**src/rtl/bsq_pkg.sv**
```systemverilog
package bsq_pkg;

  typedef enum logic {
    PC_SEQ    = 1'b0,
    PC_TARGET = 1'b1
  } pc_src_e;

  // width able to hold 0..n inclusive, never zero
  function automatic int owe_width(input int n);
    return $clog2(n + 2);
  endfunction

endpackage

```
**src/rtl/bsq_rst_sync.sv**
```systemverilog
module bsq_rst_sync (
  input  logic clk,
  input  logic rst_n,
  output logic rst_sync_n
);

  logic [1:0] sync_q;

  always_ff @(posedge clk or negedge rst_n) begin
    if (!rst_n) sync_q <= 2'b00;
    else        sync_q <= {sync_q[0], 1'b1};
  end

  assign rst_sync_n = sync_q[1];

endmodule

```
**src/rtl/bsq_slot_picker.sv**
```systemverilog
module bsq_slot_picker #(
  parameter int RESOLVE_STG = 3,
  parameter int NUM_SLOTS   = 2,
  parameter bit DELAY_EN    = 1'b0,
  parameter int CW          = 2
) (
  input  logic [RESOLVE_STG-1:0] young_valid,
  output logic [RESOLVE_STG-1:0] kill_mask,
  output logic [CW-1:0]          shortfall
);

  generate
    if (DELAY_EN) begin : g_slots
      logic [RESOLVE_STG-1:0] spare;
      logic [CW-1:0]          taken_cnt;

      // walk from the instruction nearest the branch toward fetch
      always_comb begin
        spare     = '0;
        taken_cnt = '0;
        for (int i = RESOLVE_STG - 1; i >= 0; i--) begin
          if (young_valid[i] && (taken_cnt < CW'(NUM_SLOTS))) begin
            spare[i]  = 1'b1;
            taken_cnt = taken_cnt + CW'(1);
          end
        end
      end

      assign kill_mask = young_valid & ~spare;
      assign shortfall = CW'(NUM_SLOTS) - taken_cnt;
    end else begin : g_squash
      assign kill_mask = young_valid;
      assign shortfall = '0;
    end
  endgenerate

endmodule

```
**src/rtl/bsq_redirect_fsm.sv**
```systemverilog
module bsq_redirect_fsm
  import bsq_pkg::*;
#(
  parameter int ADDR_W = 32,
  parameter int CW     = 2
) (
  input  logic              clk,
  input  logic              rst_n,
  input  logic              ev,
  input  logic [CW-1:0]     shortfall,
  input  logic              kill_fetch_now,
  input  logic              stall_i,
  input  logic [ADDR_W-1:0] target_i,
  output pc_src_e           pc_src,
  output logic [ADDR_W-1:0] pc_o,
  output logic              hold_kill,
  output logic              pend
);

  logic              pend_q, pend_d;
  logic              hold_q, hold_d;
  logic [CW-1:0]     owe_q, owe_d;
  logic [ADDR_W-1:0] tgt_q;
  logic              tgt_en;

  always_comb begin
    pend_d    = pend_q;
    hold_d    = hold_q;
    owe_d     = owe_q;
    tgt_en    = 1'b0;
    pc_src    = PC_SEQ;
    hold_kill = 1'b0;
    pc_o      = tgt_q;
    if (ev) begin
      tgt_en = 1'b1;
      pc_o   = target_i;
      if (shortfall == '0) begin
        pc_src = PC_TARGET;
        pend_d = stall_i;
        hold_d = kill_fetch_now;
        owe_d  = '0;
      end else begin
        pend_d = 1'b1;
        hold_d = 1'b0;
        owe_d  = stall_i ? shortfall : shortfall - CW'(1);
      end
    end else if (pend_q) begin
      if (owe_q != '0) begin
        if (!stall_i) owe_d = owe_q - CW'(1);
      end else begin
        pc_src    = PC_TARGET;
        hold_kill = hold_q;
        if (!stall_i) begin
          pend_d = 1'b0;
          hold_d = 1'b0;
        end
      end
    end
  end

  always_ff @(posedge clk or negedge rst_n) begin
    if (!rst_n) begin
      pend_q <= 1'b0;
      hold_q <= 1'b0;
      owe_q  <= '0;
    end else begin
      pend_q <= pend_d;
      hold_q <= hold_d;
      owe_q  <= owe_d;
    end
  end

  always_ff @(posedge clk or negedge rst_n) begin
    if (!rst_n)      tgt_q <= '0;
    else if (tgt_en) tgt_q <= target_i;
  end

  assign pend = pend_q;

endmodule

```
**src/rtl/branch_squash_ctrl.sv**
```systemverilog
module branch_squash_ctrl
  import bsq_pkg::*;
#(
  parameter int NUM_STAGES  = 5,
  parameter int RESOLVE_STG = 3,
  parameter int ADDR_W      = 32,
  parameter bit DELAY_EN    = 1'b0,
  parameter int NUM_SLOTS   = 2
) (
  input  logic                  clk,
  input  logic                  rst_n,
  input  logic                  br_taken_i,
  input  logic [ADDR_W-1:0]     br_target_i,
  input  logic [NUM_STAGES-1:0] stage_valid_i,
  input  logic                  stall_i,
  output logic [NUM_STAGES-1:0] kill_o,
  output logic                  pc_sel_o,
  output logic [ADDR_W-1:0]     redirect_pc_o
);

  localparam int CW = owe_width(NUM_SLOTS);

  logic                   rst_sync_n;
  logic                   ev;
  logic                   pend;
  logic                   hold_kill;
  logic [RESOLVE_STG-1:0] kill_mask;
  logic [CW-1:0]          shortfall;
  pc_src_e                pc_src;

  bsq_rst_sync u_rst (
    .clk        (clk),
    .rst_n      (rst_n),
    .rst_sync_n (rst_sync_n)
  );

  assign ev = br_taken_i & stage_valid_i[RESOLVE_STG] & ~pend & rst_sync_n;

  bsq_slot_picker #(
    .RESOLVE_STG (RESOLVE_STG),
    .NUM_SLOTS   (NUM_SLOTS),
    .DELAY_EN    (DELAY_EN),
    .CW          (CW)
  ) u_pick (
    .young_valid (stage_valid_i[RESOLVE_STG-1:0]),
    .kill_mask   (kill_mask),
    .shortfall   (shortfall)
  );

  bsq_redirect_fsm #(
    .ADDR_W (ADDR_W),
    .CW     (CW)
  ) u_fsm (
    .clk            (clk),
    .rst_n          (rst_sync_n),
    .ev             (ev),
    .shortfall      (shortfall),
    .kill_fetch_now (kill_mask[0]),
    .stall_i        (stall_i),
    .target_i       (br_target_i),
    .pc_src         (pc_src),
    .pc_o           (redirect_pc_o),
    .hold_kill      (hold_kill),
    .pend           (pend)
  );

  assign pc_sel_o = (pc_src == PC_TARGET);

  generate
    for (genvar g = 0; g < NUM_STAGES; g++) begin : g_kill
      if (g == 0) begin : g_fetch
        assign kill_o[g] = stage_valid_i[g] & ((ev & kill_mask[g]) | hold_kill);
      end else if (g < RESOLVE_STG) begin : g_young
        assign kill_o[g] = stage_valid_i[g] & ev & kill_mask[g];
      end else begin : g_old
        assign kill_o[g] = 1'b0;
      end
    end
  endgenerate

endmodule

```
**config.mk**
```make
export PLATFORM = sky130hd
export DESIGN_NAME = branch_squash_ctrl
export DESIGN_NICKNAME = d
export VERILOG_FILES = /design/src/rtl/bsq_pkg.sv /design/src/rtl/bsq_rst_sync.sv /design/src/rtl/bsq_slot_picker.sv /design/src/rtl/bsq_redirect_fsm.sv /design/src/rtl/branch_squash_ctrl.sv
export SDC_FILE = /design/constraint.sdc
export NUM_CORES = 1
export LEC_CHECK = 0
export BUFFER_PORTS_ARGS = -buffer_cell sky130_fd_sc_hd__buf_2
export CORE_ASPECT_RATIO = 0.5
export CORE_MARGIN = 3
export CORE_UTILIZATION = 45
export DETAILED_ROUTE_END_ITERATION = 7
export GPL_TIMING_DRIVEN = 0
export PLACE_DENSITY = 0.78
export SETUP_SLACK_MARGIN = 0.4
export SLEW_MARGIN = 20
export SYNTH_ARGS = -nofsm -noshare
export SYNTH_HDL_FRONTEND = slang
export SYNTH_SLANG_ARGS = --single-unit
```
**constraint.sdc**
```tcl
create_clock -name clk -period 2.5 [get_ports clk]
set_input_delay 0.125 -clock clk [delete_from_list [all_inputs] [get_ports clk]]
set_output_delay 0.125 -clock clk [all_outputs]
set_load 0.05 [all_outputs]
```
Word level (Yosys, flattened, before mapping)
Cells that the tools add are included.
Word-level totals
  input port bits: 41
  word-level logic and storage cells: 44
  output and inout port bits: 38
  bits in registers: 38
Operators by class
  equal/unequal tests: 2
  mux-type cells: 20
  add/sub/neg operators: 1
  bitwise operators: 11
  reduce and logical (&&, ||, !) cells: 5
Operators with widths (number)
  $mux W32: 1
  $mux W1: 15
  $and A1 B1 Y1: 9
  $mux W2: 4
  $reduce_and A3 Y1: 2
  $reduce_bool A2 Y1: 3
  $ne A2 B1 Y1 const B: 1
  $ne A2 B2 Y1 const B: 1
  $sub A2 B1 Y2 const B: 1
  $not A1 Y1: 1
  $or A1 B1 Y1: 1

Longest topological paths before layout
Gate-level depths: netlist (run 1).
  depth in word-level cells: 6
  gate-level depth with buffers: 5
  mapped depth without buffers: 5

Hierarchy
Synthesis (run 1) repeated with hierarchy kept, for this count alone.
Unflattened totals
  cells, all modules: 116
  area total of the unflattened synthesis: 1616.6 um2
Modules (own cells, without submodules)
  bsq_redirect_fsm: area an instance 1461.4 um2, cells an instance 99, seq. area each 900.9 um2, instances 1
  branch_squash_ctrl: area an instance 60.1 um2, cells an instance 8, seq. area each 0.0 um2, instances 1
  bsq_rst_sync: area an instance 53.8 um2, cells an instance 3, seq. area each 50.0 um2, instances 1
  bsq_slot_picker: area an instance 41.3 um2, cells an instance 6, seq. area each 0.0 um2, instances 1

Least setup slack after synthesis (run 1)
OpenSTA, ideal clock, no wires.
  kind: register to output
  start point: register u_rst.sync_q[1]
  end point: output kill_o[0]
  data required time: 2.375 ns
  path slack: -0.313 ns
  arrival: 2.688 ns
  buffers on the path: 0
  cell stages (with the launch flop): 3
  path through: dfrtp_1 -> nand4b_2 -> a21boi_0
On the way
  longest elaborated chain between the ends: 4
  elaborated cells between the ends (all ways): 5
  classes of those cells: mux (1); bitwise (4)
RTL lines
  start: declaration: line bsq_rst_sync.sv:7  | logic [1:0] sync_q;
  start signal: assignment: line bsq_rst_sync.sv:11  | else sync_q <= {sync_q[0], 1'b1};
  $and A1 B1 Y1 (*): line branch_squash_ctrl.sv:37  | assign ev = br_taken_i & stage_valid_i[RESOLVE_STG] & ~pend & rst_sync_n;
  $and A1 B1 Y1 / $mux W1 (equally long branches): line branch_squash_ctrl.sv:72, bsq_redirect_fsm.sv:34
  $or A1 B1 Y1 (*): line branch_squash_ctrl.sv:72  | assign kill_o[g] = stage_valid_i[g] & ((ev & kill_mask[g]) | hold_kill);
  $and A1 B1 Y1 (*): line branch_squash_ctrl.sv:72
  end: declaration: line branch_squash_ctrl.sv:16  | output logic [NUM_STAGES-1:0] kill_o,
Mark *: on every way between the ends. The rest lies on a longest branch, timed or not.

Worst setup path in the final report (run 1)
  start point: register u_rst.sync_q[1]
  end point: output redirect_pc_o[11]
On the way
  longest elaborated chain between the ends: 2
RTL lines
  $and A1 B1 Y1: line branch_squash_ctrl.sv:37
  $mux W32: line bsq_redirect_fsm.sv:34  | if (ev) begin
  end: declaration: line branch_squash_ctrl.sv:18  | output logic [ADDR_W-1:0] redirect_pc_o
Every way passes these cells.

==> results of run 1 <==
-- cells by family (layout without fill, tap and decap cells) --
kind of cell,count (synthesis),after routing,share of synthesized area (%)
and+or+nand+nor,140,140,33.94
DFF,38,38,57.97
buffers and inverters,11,97,4.653
AOI/OAI and AO/OA,6,6,2.212
other,2,3,0.4578
adders and majority gates,1,1,0.7627
-- final timing paths --
kind | start | endpoint | slack [ns] | cells past startpoint
setup / recovery | u_rst.sync_q[1] | redirect_pc_o[11] | 0.64 | 5
hold / removal | br_target_i[8] | u_fsm.tgt_q[8] | 0.05 | 3
setup reg to reg | u_fsm.owe_q[0] | u_fsm.owe_q[1] | 1.12 | 5
hold reg to reg | u_rst.sync_q[1] | u_fsm.tgt_q[27] | 0.16 | 0
max in group asynchronous | u_rst.sync_q[1] | u_fsm.tgt_q[25] | 1.97 | 1
min in group asynchronous | rst_n | u_rst.sync_q[0] | 0.15 | 2
-- metal layers --
metal	global-route usage [%]	wire, um	up-vias
li1	-	-	774
met1	18.25	1464	660
met2	27.69	1719	37
met3	4.334	188	2
met4	6.000	24	0
met5	0	0	-
-- cell type report --
cell class	instances	area share, %
buffer	9	3.088
clock buffer	7	3.425
clock inverter	1	1.348
inverter	2	0.3369
multi-input combinational	150	27.68
sequential	38	42.84
tap	48	2.695
timing repair buffer	78	18.59
-- critical path, delay by kind of cell (launching register included) --
| family | cells | cell delay, ns |
|---|---|---|
| flops | 1 | 0.56 |
| buf+inv | 2 | 0.50 |
| simple gates | 3 | 0.39 |
-- what timing repair did --
| action | CTS | global route |
|---|---|---|
| hold endpoints to repair | 2 | 0 |
| buffers inserted | 1 | 1 |
| hold buffers | 1 | 0 |
| resized for setup | 1 | 0 |
| endpoints found under the setup margin | 36 | 4 |
-- sequential cells by signal, summed over array words and instances, names as in the netlist --
signal / cells
u_fsm.pend: 1
u_rst.sync_q: 2
u_fsm.tgt_q: 32
u_fsm.owe_q: 2
u_fsm.hold_q: 1
-- cells in the mapped netlist --
master      n  share of area, %
a21boi_0    1              0.46
and2_1      2              0.76
and4b_1     1              0.61
buf_2       4               1.2
buf_4       2              0.92
buf_6       3               2.1
conb_1      2              0.46
dfrtp_1    38                58
ha_1        1              0.76
inv_1       2              0.46
nand2_1   131                30
nand3_1     3              0.92
nand4b_2    1              0.92
nor2_1      1              0.23
o21ai_0     4               1.2
o22a_1      1              0.53
or3b_1      1              0.53
-- power by group --
part	total, mW	internal (mW)	switching [mW]
combinational	0.659	0.158	0.501
clock	0.499	0.298	0.200
sequential	0.737	0.709	0.0288
-- through the flow --
stage	worst slack, ns	util (%)
floorplan	0.4898	-
global placement	0.3851	64.21
detailed placement	0.3660	64.21
CTS	0.5115	68.34
global route	0.4850	68.76
finish	0.6380	68.76
-- layout by cell type, fill, tap and decap left out --
master,instances
bufinv_16,1
inv_1,2
o21ai_0,4
o22a_1,1
buf_4,2
buf_2,79
and4b_1,1
and2_1,2
buf_8,1
ha_1,1
a21boi_1,1
nand2_1,131
buf_6,3
dfrtp_1,37
conb_1,3
nor2_1,1
clkbuf_1,2
nand4b_2,1
or3b_1,1
nand3_1,3
dlygate4sd3_1,1
dfrtp_4,1
clkbuf_8,6
==> flow_metrics.env, run 1 <==
export IMPL_finalHoldViolCount=0
export IMPL_rsz0062_at_grt="no"
export IMPL_avgSynthCellArea_um2=8.284
export IMPL_core_um2=3241
export IMPL_dieArea_um2=4450
export IMPL_ys_seq_area_share_pct=57.97
export IMPL_cellLeakagePower_nw=1.404
export IMPL_status="complete, no violations"
export IMPL_power_mw=1.895
export IMPL_multi_input_area_um2=616.8
export IMPL_antenna_left=0
export IMPL_routed_via_density=4.423
export IMPL_synth_cell_area_um2=1640
export IMPL_tns_ns=0
export IMPL_synth_warning_count=0
export IMPL_clockBufferDepth=2
export IMPL_grt_pass1_vias=1293
export IMPL_die_height_um=48.69
export IMPL_cts_tree="done"
export IMPL_dp_cells=322
export IMPL_syn_to_final_growth_pct=35.85
export IMPL_ios=79
export IMPL_path_max_fanout=11
export IMPL_final_max_slew_viol_count=0
export IMPL_routabilityCongestion=0.7317
export IMPL_max_stage_delay_ns=0.56
export IMPL_power_density_nw_per_um2=850.3
export IMPL_crit_arrival_ns=1.74
export IMPL_peakVddDrop_v=0.0004700
export IMPL_cp_required_ns=2.38
export IMPL_nets=326
export IMPL_cts_htree_levels=2
export IMPL_fp_row_count=14
export IMPL_ys_ff_latch=38
export IMPL_wl_um=3396
export IMPL_firstDrtPassIters=4
export IMPL_period_needed_ns=1.862
export IMPL_drt_iter0_drc=19
export IMPL_clkTransAtPathRegs_ns=0.07
export IMPL_drive_gt1_share_pct=32.98
export IMPL_grt_ovfl_total=0
export IMPL_critPathSlowestCell="dfrtp_4"
export IMPL_io_buffers=75
export IMPL_num_vias=1473
export IMPL_grt_usage_pct=15.68
export IMPL_place_area_um2=2081
export IMPL_fillers=279
export IMPL_insertion_delay_ns=0.28
export IMPL_antenna_found_initial=0
export IMPL_cts_buffers_inserted=5
export IMPL_grt_pass1_wl_um=5582
export IMPL_drcViolationCount=0
export IMPL_post_route_period_util_pct=74.48
export IMPL_postSynthCellCount=198
export IMPL_finalClockSkew_ns=0.006862
export IMPL_insertedDiodeCount=0
export IMPL_critPathKind="flop to output pin"
export IMPL_die_x_um=91.39
export IMPL_crit_chain="nand4b_2 -> buf_2 -> nand2_1 -> nand2_1 -> buf_2"
export IMPL_final_seq_area_um2=954.7
export IMPL_cts_num_sinks=38
export IMPL_max_clock_freq_mhz=537.1
export IMPL_synth_cell_types=17
export IMPL_holdCritPathClass="input pin to flop"
export IMPL_cts_root_buf="clkbuf_8"
export IMPL_endpoint_kind="output pin"
export IMPL_max_cap_violations=0
export IMPL_holdWs_ns=0.04666
export IMPL_setup_viol=0
export IMPL_grt_max_degree=21
export IMPL_wire_per_inst_um=10.20
export IMPL_critPathLaunchType="flop"
export IMPL_dp_hpwl_um=2527
export IMPL_design_area_um2=2228
export IMPL_start_util_pct=50.62
export IMPL_layout_cells_non_filler=333
No activity file was read; power rests on OpenSTA's default activity.
==> run 2: changes to the inputs <==
==> constraint.sdc (replaced) <==
create_clock -name clk -period 1.75 [get_ports clk]
set_input_delay 0.0875 -clock clk [delete_from_list [all_inputs] [get_ports clk]]
set_output_delay 0.0875 -clock clk [all_outputs]
set_load 0.05 [all_outputs]
==> flow_metrics.env, run 2 (same netlist as run 1, synthesis figures left out) <==
export IMPL_status="finished, violations left"
export IMPL_failed_checks="negative setup slack"
export IMPL_holdCritPathClass="input pin to flop"
export IMPL_peakVddDrop_v=0.0008300
export IMPL_drcViolationCount=0
export IMPL_critPathLaunchType="flop"
export IMPL_die_height_um=48.69
export IMPL_core_um2=3241
export IMPL_top_register="u_fsm.tgt_q"
export IMPL_wl_um=7541
export IMPL_reg2reg_depth=5
export IMPL_regToRegStartpoint="u_rst.sync_q[1]"
export IMPL_routed_via_density=5.634
export IMPL_met3_usage_pct=6.192
export IMPL_grtUsageMet2_pct=52.12
export IMPL_grt_ovfl_total=0
export IMPL_period_needed_ns=1.784
export IMPL_start_util_pct=50.62
export IMPL_wire_per_inst_um=21.73
export IMPL_grt_max_degree=20
export IMPL_setup_viol=20
export IMPL_critPathSlowestCell="dfrtp_4"
export IMPL_cts_root_buf="clkbuf_8"
export IMPL_worst_hold_path_endpoint="u_fsm.tgt_q[6]"
export IMPL_dp_cells=322
export IMPL_fp_row_count=14
export IMPL_antenna_found_initial=1
export IMPL_path_buf_inv=3
export IMPL_grt_usage_pct=27.88
export IMPL_layout_cells_non_filler=347
export IMPL_cts_tree="done"
export IMPL_use_met1_pct=29.64
export IMPL_ios=79
export IMPL_drive_gt1_share_pct=62.75
export IMPL_hold_depth=3
export IMPL_power_density_nw_per_um2=1066
export IMPL_rsz0062_at_grt="yes"
export IMPL_drt_iter0_drc=110
export IMPL_grt_pass1_vias=1943
export IMPL_die_x_um=91.39
export IMPL_final_max_slew_viol_count=0
export IMPL_cp_required_ns=1.66
export IMPL_path_max_fanout=10
export IMPL_dp_hpwl_um=2942
export IMPL_antenna_left=0
export IMPL_finalHoldViolCount=0
export IMPL_insertion_delay_ns=0.30
export IMPL_nets=339
export IMPL_post_route_period_util_pct=101.9
export IMPL_crit_arrival_ns=1.70
export IMPL_r2r_slack_ns=0.23
export IMPL_tns_ns=-0.2595
export IMPL_finalClockSkew_ns=0.01147
export IMPL_fillers=79
export IMPL_clkTransAtPathRegs_ns=0.09
export IMPL_final_util_pct=95.56
export IMPL_syn_to_final_growth_pct=88.79
export IMPL_max_cap_violations=0
export IMPL_reg2reg_to="u_fsm.pend"
export IMPL_grt_pass1_wl_um=9480
export IMPL_crit_chain="and4b_2 -> buf_6 -> buf_12 -> nand2_4 -> nand2_4 -> buf_6"
export IMPL_cts_buffers_inserted=5
export IMPL_num_vias=1955
export IMPL_dp_slack_ns=-0.1379
export IMPL_worstHoldStart="br_target_i[6]"
export IMPL_io_buffers=75
export IMPL_fin_ws_ns=-0.03368
export IMPL_largest_register_ffs=32
export IMPL_busiest_layer="met2"
export IMPL_max_clock_freq_mhz=560.6
export IMPL_cellLeakagePower_nw=1.778
export IMPL_clockBufferDepth=2
export IMPL_dieArea_um2=4450
export IMPL_routabilityCongestion=0.6766
export IMPL_final_cell_mix="nand2_1, nand2_4, buf_2"
export IMPL_largestRegisters="u_fsm.tgt_q x32, u_fsm.owe_q x2, u_rst.sync_q x2"
export IMPL_layout_commonest_cell="nand2_1"
export IMPL_cts_num_sinks=38
export IMPL_max_stage_delay_ns=0.53
export IMPL_cp_top_family="flip-flops"
export IMPL_endpoint_kind="output pin"
export IMPL_critPathKind="flop to output pin"
export IMPL_final_seq_area_um2=954.7
export IMPL_firstDrtPassIters=5
export IMPL_multi_input_area_um2=1120
export IMPL_cts_htree_levels=2
==> run 2: where the power goes <==
part | internal, mW | leakage [nW] | total, mW | switching, mW
Clock | 0.424 | 0.0504 | 0.770 | 0.346
Combinational | 0.491 | 1.26 | 1.45 | 0.958
Sequential | 1.01 | 0.473 | 1.08 | 0.0680
==> run 2: worst max-delay path by stage <==
stage               startpoint           endpoint  slack, ns  cells past startpoint
2_1_floorplan  u_rst.sync_q[1]  redirect_pc_o[10]       0.22                      5
3_3_place_gp   u_rst.sync_q[1]  redirect_pc_o[10]      -0.11                      6
3_5_place_dp   u_rst.sync_q[1]  redirect_pc_o[10]      -0.14                      6
4_1_cts        u_rst.sync_q[1]  redirect_pc_o[16]       0.05                      6
5_1_grt        u_rst.sync_q[1]  redirect_pc_o[14]      -0.07                      6
6_report       u_rst.sync_q[1]  redirect_pc_o[14]      -0.03                      6
==> run 2: final cells by class <==
type | count | share of cell area, %
antenna | 1 | 0.08081
buffer | 9 | 3.596
clock buffer | 5 | 2.222
clock inverter | 3 | 1.455
inverter | 2 | 0.2424
multi-input combinational | 150 | 36.16
sequential | 38 | 30.83
tap | 48 | 1.939
timing repair buffer | 91 | 23.47
==> run 2: worst register-to-register path, stage by stage, from the launching register on <==
cell     delay, ns
dfrtp_4       0.53
and4b_2       0.26
buf_6         0.15
buf_4         0.15
buf_6         0.13
o22a_1        0.20
==> run 2: through the flow <==
stage	hold WS, ns	power, mW	cell area (um2)
2_1_floorplan	-0.2081	1.962	1934
3_3_place_gp	-0.1271	2.158	2370
3_5_place_dp	-0.1235	2.186	2370
4_1_cts	0.01103	3.166	2979
5_1_grt	0.03461	3.396	3097
6_report	0.02105	3.300	3097
==> run 2: repair_timing <==
item                                   4_1_cts  5_1_grt
gates resized for setup                    119       27
hold buffers                                 1        0
endpoints found under the hold margin        2        0
pin swaps                                    2        6
setup endpoints to repair                   72       53
setup buffers                               11        4
==> run 2: metal layers <==
metal  share of wire (%)  up-vias  wire, um
met1                  36      942      2700
met2                  49      154      3684
met5                   0        -         0
met4                 7.3        0       554
met3                 8.0       53       602
li1                    -      806         -
